--- config.mk ---
export PLATFORM = sky130hd
export DESIGN_NAME = retry_backoff_ctrl
export DESIGN_NICKNAME = d
export VERILOG_FILES = /design/src/rtl/backoff_pkg.sv /design/src/rtl/backoff_seq.sv /design/src/rtl/backoff_mult.sv /design/src/rtl/backoff_issue.sv /design/src/rtl/retry_backoff_ctrl.sv
export SDC_FILE = /design/constraint.sdc
export NUM_CORES = 1
export LEC_CHECK = 0
export ABC_CLOCK_PERIOD_IN_PS = 1700
export CORE_AREA = 3 3 71 73
export CTS_CLUSTER_DIAMETER = 50
export CTS_CLUSTER_SIZE = 25
export DETAILED_ROUTE_END_ITERATION = 6
export DIE_AREA = 0 0 74 76
export DONT_BUFFER_PORTS = 1
export PLACE_DENSITY_LB_ADDON = 0.08
export RECOVER_POWER = 100
export SKIP_CTS_REPAIR_TIMING = 1
export SYNTH_ARGS = -nofsm -noshare
export SYNTH_HDL_FRONTEND = slang
export SYNTH_SLANG_ARGS = --single-unit
--- constraint.sdc ---
create_clock -name clk -period 1.7 [get_ports clk]
set_input_delay 0.17 -clock clk [delete_from_list [all_inputs] [get_ports clk]]
set_output_delay 0.17 -clock clk [all_outputs]
set_load 0.02 [all_outputs]
--- src/rtl/backoff_pkg.sv ---
// Package: backoff_pkg
// Shared types for the retry backoff controller.
// Assumes: a single requester; the sequencer state is the only shared enum.
package backoff_pkg;

    // Sequencer states: operation live/closed crossed with wait outstanding/not
    typedef enum logic [1:0] {
        ST_IDLE      = 2'd0,   // no live operation, no wait outstanding
        ST_ARMED     = 2'd1,   // live operation, ready to accept a failure
        ST_WAIT_LIVE = 2'd2,   // wait outstanding, operation still live
        ST_WAIT_OVER = 2'd3    // wait outstanding, operation already closed
    } bo_state_e;

endpackage

--- src/rtl/backoff_seq.sv ---
// Module: backoff_seq
// Tracks whether an operation is live and whether a wait is outstanding.
// It decides when a failure is accepted and turns into a pause request.
// Assumes: the input pulses are synchronous to clk. Start has priority over
// success, and both have priority over failure in the same cycle.
module backoff_seq
    import backoff_pkg::*;
(
    input  logic clk,
    input  logic rst_n,
    input  logic start_i,
    input  logic fail_i,
    input  logic success_i,
    input  logic done_i,
    output logic issue_o,
    output logic busy_o
);

    bo_state_e state_q;
    bo_state_e state_d;

    logic close_req;

    // Purpose: a success only closes the operation when no start overrides it
    assign close_req = success_i & ~start_i;

    // Purpose: a failure is accepted only when armed and no start or success competes
    assign issue_o = (state_q == ST_ARMED) & fail_i & ~start_i & ~success_i;

    // Purpose: busy is a pure decode of the registered state
    assign busy_o = (state_q == ST_WAIT_LIVE) | (state_q == ST_WAIT_OVER);

    // Purpose: next-state selection for the sequencer
    always_comb begin
        state_d = state_q;
        unique case (state_q)
            ST_IDLE: begin
                if (start_i) state_d = ST_ARMED;
            end
            ST_ARMED: begin
                if (start_i)        state_d = ST_ARMED;
                else if (success_i) state_d = ST_IDLE;
                else if (fail_i)    state_d = ST_WAIT_LIVE;
            end
            ST_WAIT_LIVE: begin
                if (done_i) state_d = close_req ? ST_IDLE : ST_ARMED;
                else        state_d = close_req ? ST_WAIT_OVER : ST_WAIT_LIVE;
            end
            ST_WAIT_OVER: begin
                if (done_i) state_d = start_i ? ST_ARMED : ST_IDLE;
                else        state_d = start_i ? ST_WAIT_LIVE : ST_WAIT_OVER;
            end
            default: state_d = ST_IDLE;
        endcase
    end

    // Purpose: state register with synchronous active-low reset
    always_ff @(posedge clk) begin
        if (!rst_n) state_q <= ST_IDLE;
        else        state_q <= state_d;
    end

    // an idle sequencer never enters a wait on the next cycle
    assert_idle_no_wait_R8: assert property (@(posedge clk) disable iff (!rst_n)
        (state_q == ST_IDLE) |=> (state_q != ST_WAIT_LIVE && state_q != ST_WAIT_OVER));

    // an outstanding wait without done stays outstanding
    assert_wait_holds_R6: assert property (@(posedge clk) disable iff (!rst_n)
        (busy_o && !done_i) |=> busy_o);

    // done while waiting always releases the wait
    assert_done_releases_R6: assert property (@(posedge clk) disable iff (!rst_n)
        (busy_o && done_i) |=> !busy_o);

endmodule

--- src/rtl/backoff_mult.sv ---
// Module: backoff_mult
// Holds the backoff multiplier. Start reloads it to one. An accepted
// failure doubles it while it is at or below LIMIT, and leaves it
// unchanged above LIMIT.
// Assumes: MULT_W is wide enough to hold 2*LIMIT.
module backoff_mult #(
    parameter int MULT_W = 14,
    parameter int LIMIT  = 4096
) (
    input  logic              clk,
    input  logic              rst_n,
    input  logic              start_i,
    input  logic              issue_i,
    output logic [MULT_W-1:0] mult_o
);

    localparam logic [MULT_W-1:0] LIMIT_V = MULT_W'(LIMIT);
    localparam logic [MULT_W-1:0] ONE_V   = MULT_W'(1);
    localparam logic [MULT_W-1:0] CEIL_V  = MULT_W'(2 * LIMIT);

    logic [MULT_W-1:0] mult_q;
    logic [MULT_W-1:0] mult_d;
    logic              may_grow;

    // Purpose: growth is allowed only while the multiplier is not past the limit
    assign may_grow = (mult_q <= LIMIT_V);

    // Purpose: choose reload, doubling, or hold
    always_comb begin
        mult_d = mult_q;
        if (start_i)                  mult_d = ONE_V;
        else if (issue_i && may_grow) mult_d = {mult_q[MULT_W-2:0], 1'b0};
    end

    // Purpose: multiplier register; its reset value matches a fresh start
    always_ff @(posedge clk) begin
        if (!rst_n) mult_q <= ONE_V;
        else        mult_q <= mult_d;
    end

    assign mult_o = mult_q;

    // a start pulse leaves the multiplier at one
    assert_start_reload_R2: assert property (@(posedge clk) disable iff (!rst_n)
        start_i |=> (mult_q == ONE_V));

    // an accepted failure at or below the limit doubles the multiplier
    assert_double_R3: assert property (@(posedge clk) disable iff (!rst_n)
        (issue_i && !start_i && mult_q <= LIMIT_V) |=> (mult_q == ($past(mult_q) << 1)));

    // past the limit the multiplier holds
    assert_saturate_R4: assert property (@(posedge clk) disable iff (!rst_n)
        (issue_i && !start_i && mult_q > LIMIT_V) |=> $stable(mult_q));

    // with no start and no issue, the multiplier is unchanged
    assert_hold_idle_R7: assert property (@(posedge clk) disable iff (!rst_n)
        (!issue_i && !start_i) |=> $stable(mult_q));

    // the multiplier never exceeds twice the limit
    always_ff @(posedge clk) begin
        if (rst_n) begin
            assert_no_overflow_R4: assert (mult_q <= CEIL_V && mult_q != '0);
        end
    end

endmodule

--- src/rtl/backoff_issue.sv ---
// Module: backoff_issue
// Registers the pause request strobe and its amount. The amount is the
// multiplier scaled by 2**SCALE_SH and is captured from the multiplier
// value from before the doubling.
// Assumes: issue_i is a single-cycle pulse; the amount holds between requests.
module backoff_issue #(
    parameter int MULT_W   = 14,
    parameter int SCALE_SH = 7
) (
    input  logic                       clk,
    input  logic                       rst_n,
    input  logic                       issue_i,
    input  logic [MULT_W-1:0]          mult_i,
    output logic                       req_o,
    output logic [MULT_W+SCALE_SH-1:0] amt_o
);

    localparam int AMT_W = MULT_W + SCALE_SH;

    logic [AMT_W-1:0] scaled;
    logic [AMT_W-1:0] amt_q;
    logic             req_q;

    // Purpose: scaling is a fixed wire shift; no shift is needed when SCALE_SH is zero
    generate
        if (SCALE_SH == 0) begin : g_noscale
            assign scaled = mult_i;
        end else begin : g_scale
            assign scaled = {mult_i, {SCALE_SH{1'b0}}};
        end
    endgenerate

    // Purpose: strobe and amount registers
    always_ff @(posedge clk) begin
        if (!rst_n) begin
            req_q <= 1'b0;
            amt_q <= '0;
        end else begin
            req_q <= issue_i;
            if (issue_i) amt_q <= scaled;
        end
    end

    assign req_o = req_q;
    assign amt_o = amt_q;

    // the request is a single-cycle strobe
    assert_req_pulse_R5: assert property (@(posedge clk) disable iff (!rst_n)
        req_q |=> !req_q);

    // the amount issued is the multiplier from before the doubling, scaled
    assert_amt_scale_R5: assert property (@(posedge clk) disable iff (!rst_n)
        issue_i |=> (amt_q == AMT_W'($past(mult_i)) << SCALE_SH));

    // between requests the amount holds
    assert_amt_hold_R5: assert property (@(posedge clk) disable iff (!rst_n)
        !issue_i |=> $stable(amt_q));

endmodule

--- src/rtl/retry_backoff_ctrl.sv ---
// Module: retry_backoff_ctrl
// Top of the retry backoff controller. It paces retries of one contended
// atomic operation. Each accepted failure yields one pause request of
// multiplier*2**SCALE_SH cycles, and the multiplier then doubles up to a
// saturation point.
// Assumes: one requester; pause_done_i is only meaningful while busy_o is high.
module retry_backoff_ctrl #(
    parameter int MULT_W   = 14,
    parameter int LIMIT    = 4096,
    parameter int SCALE_SH = 7
) (
    input  logic                       clk,
    input  logic                       rst_n,
    input  logic                       op_start_i,
    input  logic                       fail_i,
    input  logic                       success_i,
    input  logic                       pause_done_i,
    output logic                       busy_o,
    output logic                       pause_req_o,
    output logic [MULT_W+SCALE_SH-1:0] pause_amt_o
);

    localparam int AMT_W = MULT_W + SCALE_SH;

    logic              issue;
    logic [MULT_W-1:0] mult;
    logic [AMT_W-1:0]  amt;

    // Purpose: acceptance and busy tracking
    backoff_seq u_seq (
        .clk       (clk),
        .rst_n     (rst_n),
        .start_i   (op_start_i),
        .fail_i    (fail_i),
        .success_i (success_i),
        .done_i    (pause_done_i),
        .issue_o   (issue),
        .busy_o    (busy_o)
    );

    // Purpose: multiplier storage and growth
    backoff_mult #(
        .MULT_W (MULT_W),
        .LIMIT  (LIMIT)
    ) u_mult (
        .clk     (clk),
        .rst_n   (rst_n),
        .start_i (op_start_i),
        .issue_i (issue),
        .mult_o  (mult)
    );

    // Purpose: request strobe and scaled amount
    backoff_issue #(
        .MULT_W   (MULT_W),
        .SCALE_SH (SCALE_SH)
    ) u_issue (
        .clk     (clk),
        .rst_n   (rst_n),
        .issue_i (issue),
        .mult_i  (mult),
        .req_o   (pause_req_o),
        .amt_o   (amt)
    );

    assign pause_amt_o = amt;

    // every request coincides with busy rising
    assert_req_with_busy_R6: assert property (@(posedge clk) disable iff (!rst_n)
        pause_req_o |-> $rose(busy_o));

    // a failure while busy produces no request
    assert_busy_ignores_fail_R7: assert property (@(posedge clk) disable iff (!rst_n)
        (busy_o && fail_i) |=> !pause_req_o);

    // a start pulse never leads to a request on the next cycle
    assert_start_blocks_fail_R9: assert property (@(posedge clk) disable iff (!rst_n)
        op_start_i |=> !pause_req_o);

    // a success pulse never leads to a request on the next cycle
    assert_success_blocks_fail_R9: assert property (@(posedge clk) disable iff (!rst_n)
        success_i |=> !pause_req_o);

endmodule

Yosys cells after proc, flatten, opt, wreduce, memory -nomap -nowiden. Cells that the tools add are included.

Magnitude comparators: 1. Equality and inequality tests: 5. Mux-type cells: 11. Bitwise logic cells: 8. Reduce and logical (&&, ||, !) cells: 4.

Operator list (count): $le A14 B13 Y1 const B (1); $mux W2 (6); $pmux W2 S4 (1); $and A1 B1 Y1 (4); $eq A2 B2 Y1 const B (2); $mux W1 (4); $ne A4 B4 Y1 const B (1); $not A1 Y1 (3); $eq A2 B1 Y1 const B (1); $logic_not A2 Y1 (1); $ne A2 B2 Y1 const B (1); $reduce_and A2 Y1 (1); $reduce_or A2 Y1 (1); $logic_and A1 B1 Y1 (1); $or A1 B1 Y1 (1).

Register bits after elaboration: 31. Input bits: 6. Output and inout port bits: 23. Word-level logic and storage cells: 33.

Depth between registers and ports, before layout. Gate-level depths: netlist of the first run.

Depth after elaboration: 5. Mapped depth: 6. Gate-level depth less buffers: 4.

By module. From an unflattened synthesis of the first run, not the netlist that was laid out.

Cells, all modules: 141. Area, all modules: 1361.3 sq um.

Modules (own cells, without submodules): backoff_issue (instances 1, cells each 55, area an instance 626.9 sq um, seq. area each 300.3 sq um); backoff_mult (instances 1, cells each 74, area an instance 623.1 sq um, seq. area each 280.3 sq um); backoff_seq (instances 1, cells each 12, area an instance 111.4 sq um, seq. area each 40.0 sq um).

Worst setup path after synthesis of the first run. No wires, ideal clock.

Path type: register to register. Start: register u_mult.mult_q[4] (netlist: u_mult.mult_o[4]). End: register u_mult.mult_q[1] (netlist: u_mult.mult_o[1]). Setup time: 0.132 ns. Arrival time: 1.492 ns. Data required time: 1.568 ns. Slack: 0.076 ns. Stages on the path, launching flop included: 6. Buffers on the path: 1. Cell sequence: dfxtp_1 or4_4 o31a_1 buf_6 o21ai_1 a21oi_1.

Longest elaborated chain between the ends: 2.

Ends and longest elaborated chain: start, declared (RTL line backoff_mult.sv:21) `logic [MULT_W-1:0] mult_q;`; start signal, assigned (RTL line backoff_mult.sv:38) `else mult_q <= mult_d;`; $le A14 B13 Y1 (RTL line backoff_mult.sv:26) `assign may_grow = (mult_q <= LIMIT_V);`; $logic_and A1 B1 Y1 (RTL line backoff_mult.sv:32) `else if (issue_i && may_grow) mult_d = {mult_q[MULT_W-2:0], 1'b0};`.

No other way between the ends. A chain may end at the register's enable or synchronous reset.

Worst setup path in the final report of the first run.
Start: register u_mult.mult_q[10] (netlist: u_mult.mult_o[10]). End: register u_mult.mult_q[1] (netlist: u_mult.mult_o[1]).

The elaborated chain is that of the path after synthesis.

==> results of run 1 <==
[power by group]
group / internal, uW / switching (uW)
clock: 474 / 280
sequential: 729 / 3.86
combinational: 18.8 / 37.4
total: 1220 / 321
[how the worst max path moves through the flow]
stage	startpoint	end	slack [ns]	depth (start not counted)
after floorplan	u_mult.mult_o[4]	u_mult.mult_o[1]	0.08	5
after global placement	u_mult.mult_o[7]	u_mult.mult_o[4]	-0.02	4
after detailed placement	u_mult.mult_o[7]	u_mult.mult_o[4]	-0.04	4
after CTS	u_mult.mult_o[7]	u_mult.mult_o[4]	-0.06	4
after global routing	u_mult.mult_o[10]	u_mult.mult_o[1]	-0.12	5
final	u_mult.mult_o[10]	u_mult.mult_o[1]	-0.04	5
[flip-flops by register name, indices dropped and copies added, names as in the netlist]
signal,count
u_issue.amt_o,14
u_seq.state_q,2
u_mult.mult_o,14
u_issue.req_o,1
[critical path: stages (launching register included)]
cell	delay [ns]
dfxtp_1	0.32
or4_4	0.57
buf_6	0.15
o31ai_4	0.34
nand3_1	0.14
a21oi_1	0.15
[layout make-up]
type                    instances  area (um2)  area share (%)
multi-input cells             116         667            41.3
flip-flops and latches         31         622            38.5
repair buffers                 18         139            8.60
clock buffers                   6        82.6            5.12
well taps                      52        65.1            4.03
clock inverters                 2        35.0            2.17
inverters                       1        3.75           0.233
[per-layer routing]
layer	part of all wire, %	GRT usage (%)	up-vias
met5	0	0	-
met1	49	17.0	513
li1	-	-	557
met4	0.72	5.25	0
met2	45	17.4	24
met3	5.3	5.54	2
[per-stage QoR]
stage	power (uW)	setup TNS, ns
after floorplan	809	0
after global placement	803	-0.0296
after detailed placement	804	-0.0673
after CTS	1560	-0.177
after global routing	1600	-1.01
final	1540	-0.0750
[kinds of logic (layout without fill, tap and decap cells)]
group,after synthesis,count (layout)
simple gates,65,65
other cells,1,7
flops,31,31
compound gates,43,43
mux,1,1
buf+inv,16,27
[layout by cell type (no fill, tap or decap)]
cell type and instances:
a21boi_0 15, a21oi_1 9, a21oi_2 2, a22o_1 1, a22oi_1 1, a31oi_1 1, and2_1 1, and3_1 1
buf_4 15, buf_6 2, bufinv_16 1, clkbuf_1 1, clkbuf_8 6, clkinv_2 1, conb_1 7, dfxtp_1 30
dfxtp_2 1, inv_1 1, mux2i_1 1, nand2_1 36, nand2b_1 3, nand3_1 8, nand3_2 1, nand3b_1 1
nor2_1 4, nor2b_1 1, nor3_1 3, nor3_2 1, o211a_1 1, o21ai_1 7, o21ai_2 3, o22ai_1 1
o31a_4 1, o31ai_4 1, or2_2 1, or3_1 1, or4_4 3
==> metrics.md, run 1 <==
| Metric | Value |
|---|---|
| Final clock period utilization by the worst path | 102% |
| GRT Residual Overflow | 0 |
| Mux contribution to synthesized area | 0.747% |
| R2R depth | 5 |
| Core box area | 4410 um2 |
| Vias in the first global route | 1,078 |
| CP max FO | 7 |
| Total die area | 5620 um2 |
| Violated checks | setup timing |
| Ports | 29 |
| Placed Instances | 218 |
| Worst Min Path Start | rst_n |
| Reg2Reg Setup Slack | -0.04 ns |
| Iter 0 DRT Violations | 67 |
| CTS buffer count | 5 |
| RSZ-0062 raised after global routing | true |
| Outcome | finished with violations |
| Max-slew violation count | 0 |
| Mean Syn Cell Area | 8.54 um2 |
| Worst Hold Class | input pin to flop |
| TritonCTS clock tree | done |
| Fraction of registers with async set/reset | 0% |
| Post-route insts no fill | 226 |
| PD cells | 956 nW/um2 |
| Dpl ws | -0.0400 ns |
| Initial antenna violation count | 0 |
| DIE HEIGHT | 76 um |
| Synth Area in Simple Gates | 23.0% |
| Vias | 1,096 |
| Worst-path clk slew | 0.07 ns |
| Post-synthesis sequential area ratio | 46.3% |
| CTS H-tree lvls | 2 |
| Synth top cells by count | 36 x nand2_1, 31 x dfxtp_1, 15 x a21boi_0 |
| Hold Path Sink | u_issue.req_o |
| Library cells used by synthesis | 34 |
| Clk buf depth | 2 |
| Fin util | 36.6% |
| Complex-gate fraction of the synthesized area | 21.9% |
| Yosys reg bits | 31 |
| Max Cap Viol | 0 |
| Routed wire length | 3190 um |
| Rel. slew slack | 63.0% |
| Max Fclk | 575 MHz |
| Row count | 24 |
| Post-synthesis adder-cell area fraction | 0% |
| Startpoint Class | flop |
| Critical path class | flop to flop |
| Reg-to-Reg End | u_mult.mult_o[1] |
| Synth-to-Final Area Change | 20.4% |
| Via density | 4.85 |
| Post-DP HPWL | 2320 um |
| Reg2reg start | u_mult.mult_o[10] |
| Min Hold Slack | 0.00506 ns |
| Layout cell share with drive strength beyond 1 | 22.4% |
| Min cycle time layout | 1.74 ns |
| Largest cells by area after synthesis | dfxtp_1 46%, nand2_1 10%, a21boi_0 8.4% |
| WL per Instance | 14.1 um |
| Port bufs | 0 |
| Fill count | 484 |
| Diodes inserted | 0 |
| Synth warn | 0 |
| WP data required | 1.91 ns |
| # setup viols final | 4 |
| Overall routing resource usage | 12.6% |
| Number of flops mapped to enable cells by yosys | 0 |
| Post-synth top area cell | dfxtp_1 |
| Synth Instances | 157 |
| Worst vdd ir | 0.426 mV |
| Crit. End Element | flop |
| Largest family of logic cells by synthesized area | simple AND/OR/NAND/NOR gates |
| Static Leakage | 0.000570 uW |
| Count leader, synth | nand2_1 |
| Chip Width | 74 um |
| Critical Path AT | 1.95 ns |
| Final Hold Fails | 0 |
| Number of routed nets with antenna violations | 0 |
| Cell area after synthesis | 1340 um2 |
| Share of the synthesized area in the top cell type | 46.3% |
| First-pass GRT wire length | 5430 um |
| Largest net degree at the start of global routing | 20 |
| Area after DPL | 1460 um2 |
| Worst setup margin | -0.0401 ns |
| Clk_skew | 0.00531 ns |
| Starting Density | 30.4% |
| Worst-margin pin slew | 0.555 ns |
| Drc violations | 0 |
| Clock Sinks | 31 |
| Fin nets | 179 |
| CTS root buffer | clkbuf_8 |
| GP Congestion | 0.801 |
| Main flop type after synthesis | dfxtp_1 |
| Later-pin clock latency in the skew report | 0.28 ns |
| Cell area after layout | 1610 um2 |
| Synth Area in XOR/XNOR | 0% |
| Min-Delay Path Depth | 1 |
| DR pass1 iterations | 4 |
No activity file was read; power rests on OpenSTA's default activity.
==> inputs of run 2 (changes only) <==
--- a/config.mk
+++ b/config.mk
@@ -13,7 +13,6 @@
 export DIE_AREA = 0 0 74 76
 export DONT_BUFFER_PORTS = 1
 export PLACE_DENSITY_LB_ADDON = 0.08
-export RECOVER_POWER = 100
 export SKIP_CTS_REPAIR_TIMING = 1
 export SYNTH_ARGS = -nofsm -noshare
 export SYNTH_HDL_FRONTEND = slang
==> run 2 against run 1 <==
The flow still finishes with violations (setup timing). Largest cell class unchanged. Cell count is the same. Critical path depth did not move. Design area grew 0.23%. Fmax about the same.
==> metrics.md, run 2 (synthesis results as in run 1) <==
| Metric | Value |
|---|---|
| Via density | 4.88 |
| Later-pin clock latency in the skew report | 0.28 ns |
| Chip Width | 74 um |
| Layout cell share with drive strength beyond 1 | 23.0% |
| Max-slew violation count | 0 |
| Rel. slew slack | 63.0% |
| Vias | 1,104 |
| Total die area | 5620 um2 |
| Max Cap Viol | 0 |
| Setup TNS | -0.0755 ns |
| GP Congestion | 0.801 |
| Worst setup margin | -0.0402 ns |
| Most frequent cells in the layout | 36 x nand2_1, 30 x dfxtp_1, 16 x buf_4 |
| Routed wire length | 3200 um |
| Final clock period utilization by the worst path | 102% |
| Fin nets | 179 |
| Number of routed nets with antenna violations | 0 |
| # setup viols final | 4 |
| Int Power | 1220 uW |
| RSZ-0062 raised after global routing | true |
| Net Switching | 321 uW |
| Clock share of power | 48.8% |
| Diodes inserted | 0 |
| Row count | 24 |
| First-pass GRT wire length | 5430 um |
| Cell area after layout | 1620 um2 |
| Worst Hold Class | input pin to flop |
| DIE HEIGHT | 76 um |
| Iter 0 DRT Violations | 67 |
| Core box area | 4410 um2 |
| Port bufs | 0 |
| Fill count | 482 |
| WP data required | 1.91 ns |
| Drc violations | 0 |
| WL per Instance | 14.1 um |
| DR pass1 iterations | 4 |
| Critical path class | flop to flop |
| Worst-path clk slew | 0.07 ns |
| Max Fclk | 575 MHz |
| CTS H-tree lvls | 2 |
| Synth-to-Final Area Change | 20.7% |
| CP max FO | 7 |
| Worst-margin pin slew | 0.555 ns |
| Clk buf depth | 2 |
| Crit. End Element | flop |
| Startpoint Class | flop |
| Ports | 29 |
| Most common cell after layout, fill and taps aside | nand2_1 |
| CTS root buffer | clkbuf_8 |
| TritonCTS clock tree | done |
| Largest net degree at the start of global routing | 20 |
| Outcome | finished with violations |
| Critical Path AT | 1.95 ns |
| Violated checks | setup timing |
| CTS buffer count | 5 |
| Overall routing resource usage | 12.6% |
| Static Leakage | 0.000574 uW |
| Clk_skew | 0.00531 ns |
| Share of total power in sequential cells | 47.5% |
| Area after DPL | 1460 um2 |
| PD cells | 954 nW/um2 |
| Final Hold Fails | 0 |
| Min cycle time layout | 1.74 ns |
| Power share of the combinational group | 3.7% |
| Initial antenna violation count | 0 |
| GRT Residual Overflow | 0 |
| Post-DP HPWL | 2320 um |
| Overall power | 1540 uW |
| Vias in the first global route | 1,078 |
| Sw Ratio | 20.8% |
| Starting Density | 30.4% |
| Worst vdd ir | 0.426 mV |
| Clock Sinks | 31 |
## run 2: cell types whose count changed in the layout (fill, tap and decap cells not counted)
cell,change
buf_4,+1
clkbuf_1,-1
## run 2: area by class of cell
| type | count | area, um2 | area share (%) |
|---|---|---|---|
| multi-input combinational | 116 | 667 | 41.2 |
| sequential | 31 | 622 | 38.4 |
| timing repair buffer | 18 | 143 | 8.82 |
| clock buffer | 6 | 82.6 | 5.10 |
| tap | 52 | 65.1 | 4.02 |
| clock inverter | 2 | 35.0 | 2.17 |
| inverter | 1 | 3.75 | 0.232 |
## run 2: per-stage QoR
stage | std cells | utilization, % | worst slack, ns | hold WS [ns]
global route | 226 | 36.6 | -0.120 | 0.00284
floorplan | 163 | - | 0.0757 | 0.284
finish | 226 | 36.6 | -0.0402 | 0.00503
global placement | 218 | 33.1 | -0.0204 | 0.297
CTS | 226 | 35.8 | -0.0595 | -0.00433
detailed placement | 218 | 33.1 | -0.0400 | 0.297
## run 2: worst paths after layout
check / start / endpoint / slack [ns] / cells past startpoint
setup / recovery: u_mult.mult_o[10] / u_mult.mult_o[1] / -0.04 / 5
hold / removal: rst_n / u_issue.req_o / 0.005 / 1
setup reg to reg: u_mult.mult_o[10] / u_mult.mult_o[1] / -0.04 / 5
hold reg to reg: u_mult.mult_o[13] / u_mult.mult_o[13] / 0.48 / 2
## run 2: metal layers
| metal | track usage [%] | vias up | share of wire (%) | routed length (um) |
|---|---|---|---|---|
| met2 | 17.4 | 24 | 45 | 1450 |
| met4 | 5.25 | 0 | 0.72 | 23 |
| met5 | 0 | - | 0 | 0 |
| met1 | 17.0 | 520 | 49 | 1560 |
| li1 | - | 558 | - | - |
| met3 | 5.54 | 2 | 5.3 | 169 |
## run 2: power groups by stage
stage | Clock (uW) | Combinational [uW] | Sequential, uW
5_1_grt | 804 | 61.3 | 733
4_1_cts | 772 | 54.8 | 733
3_5_place_dp | 0 | 54.6 | 749
3_3_place_gp | 0 | 53.8 | 749
6_report | 753 | 56.7 | 733
2_1_floorplan | 0 | 59.6 | 749
## run 2: critical path: stages (launching register included)
cell and delay (ns):
dfxtp_1 0.32, or4_4 0.57, buf_6 0.15, o31ai_4 0.34, nand3_1 0.14, a21oi_1 0.15
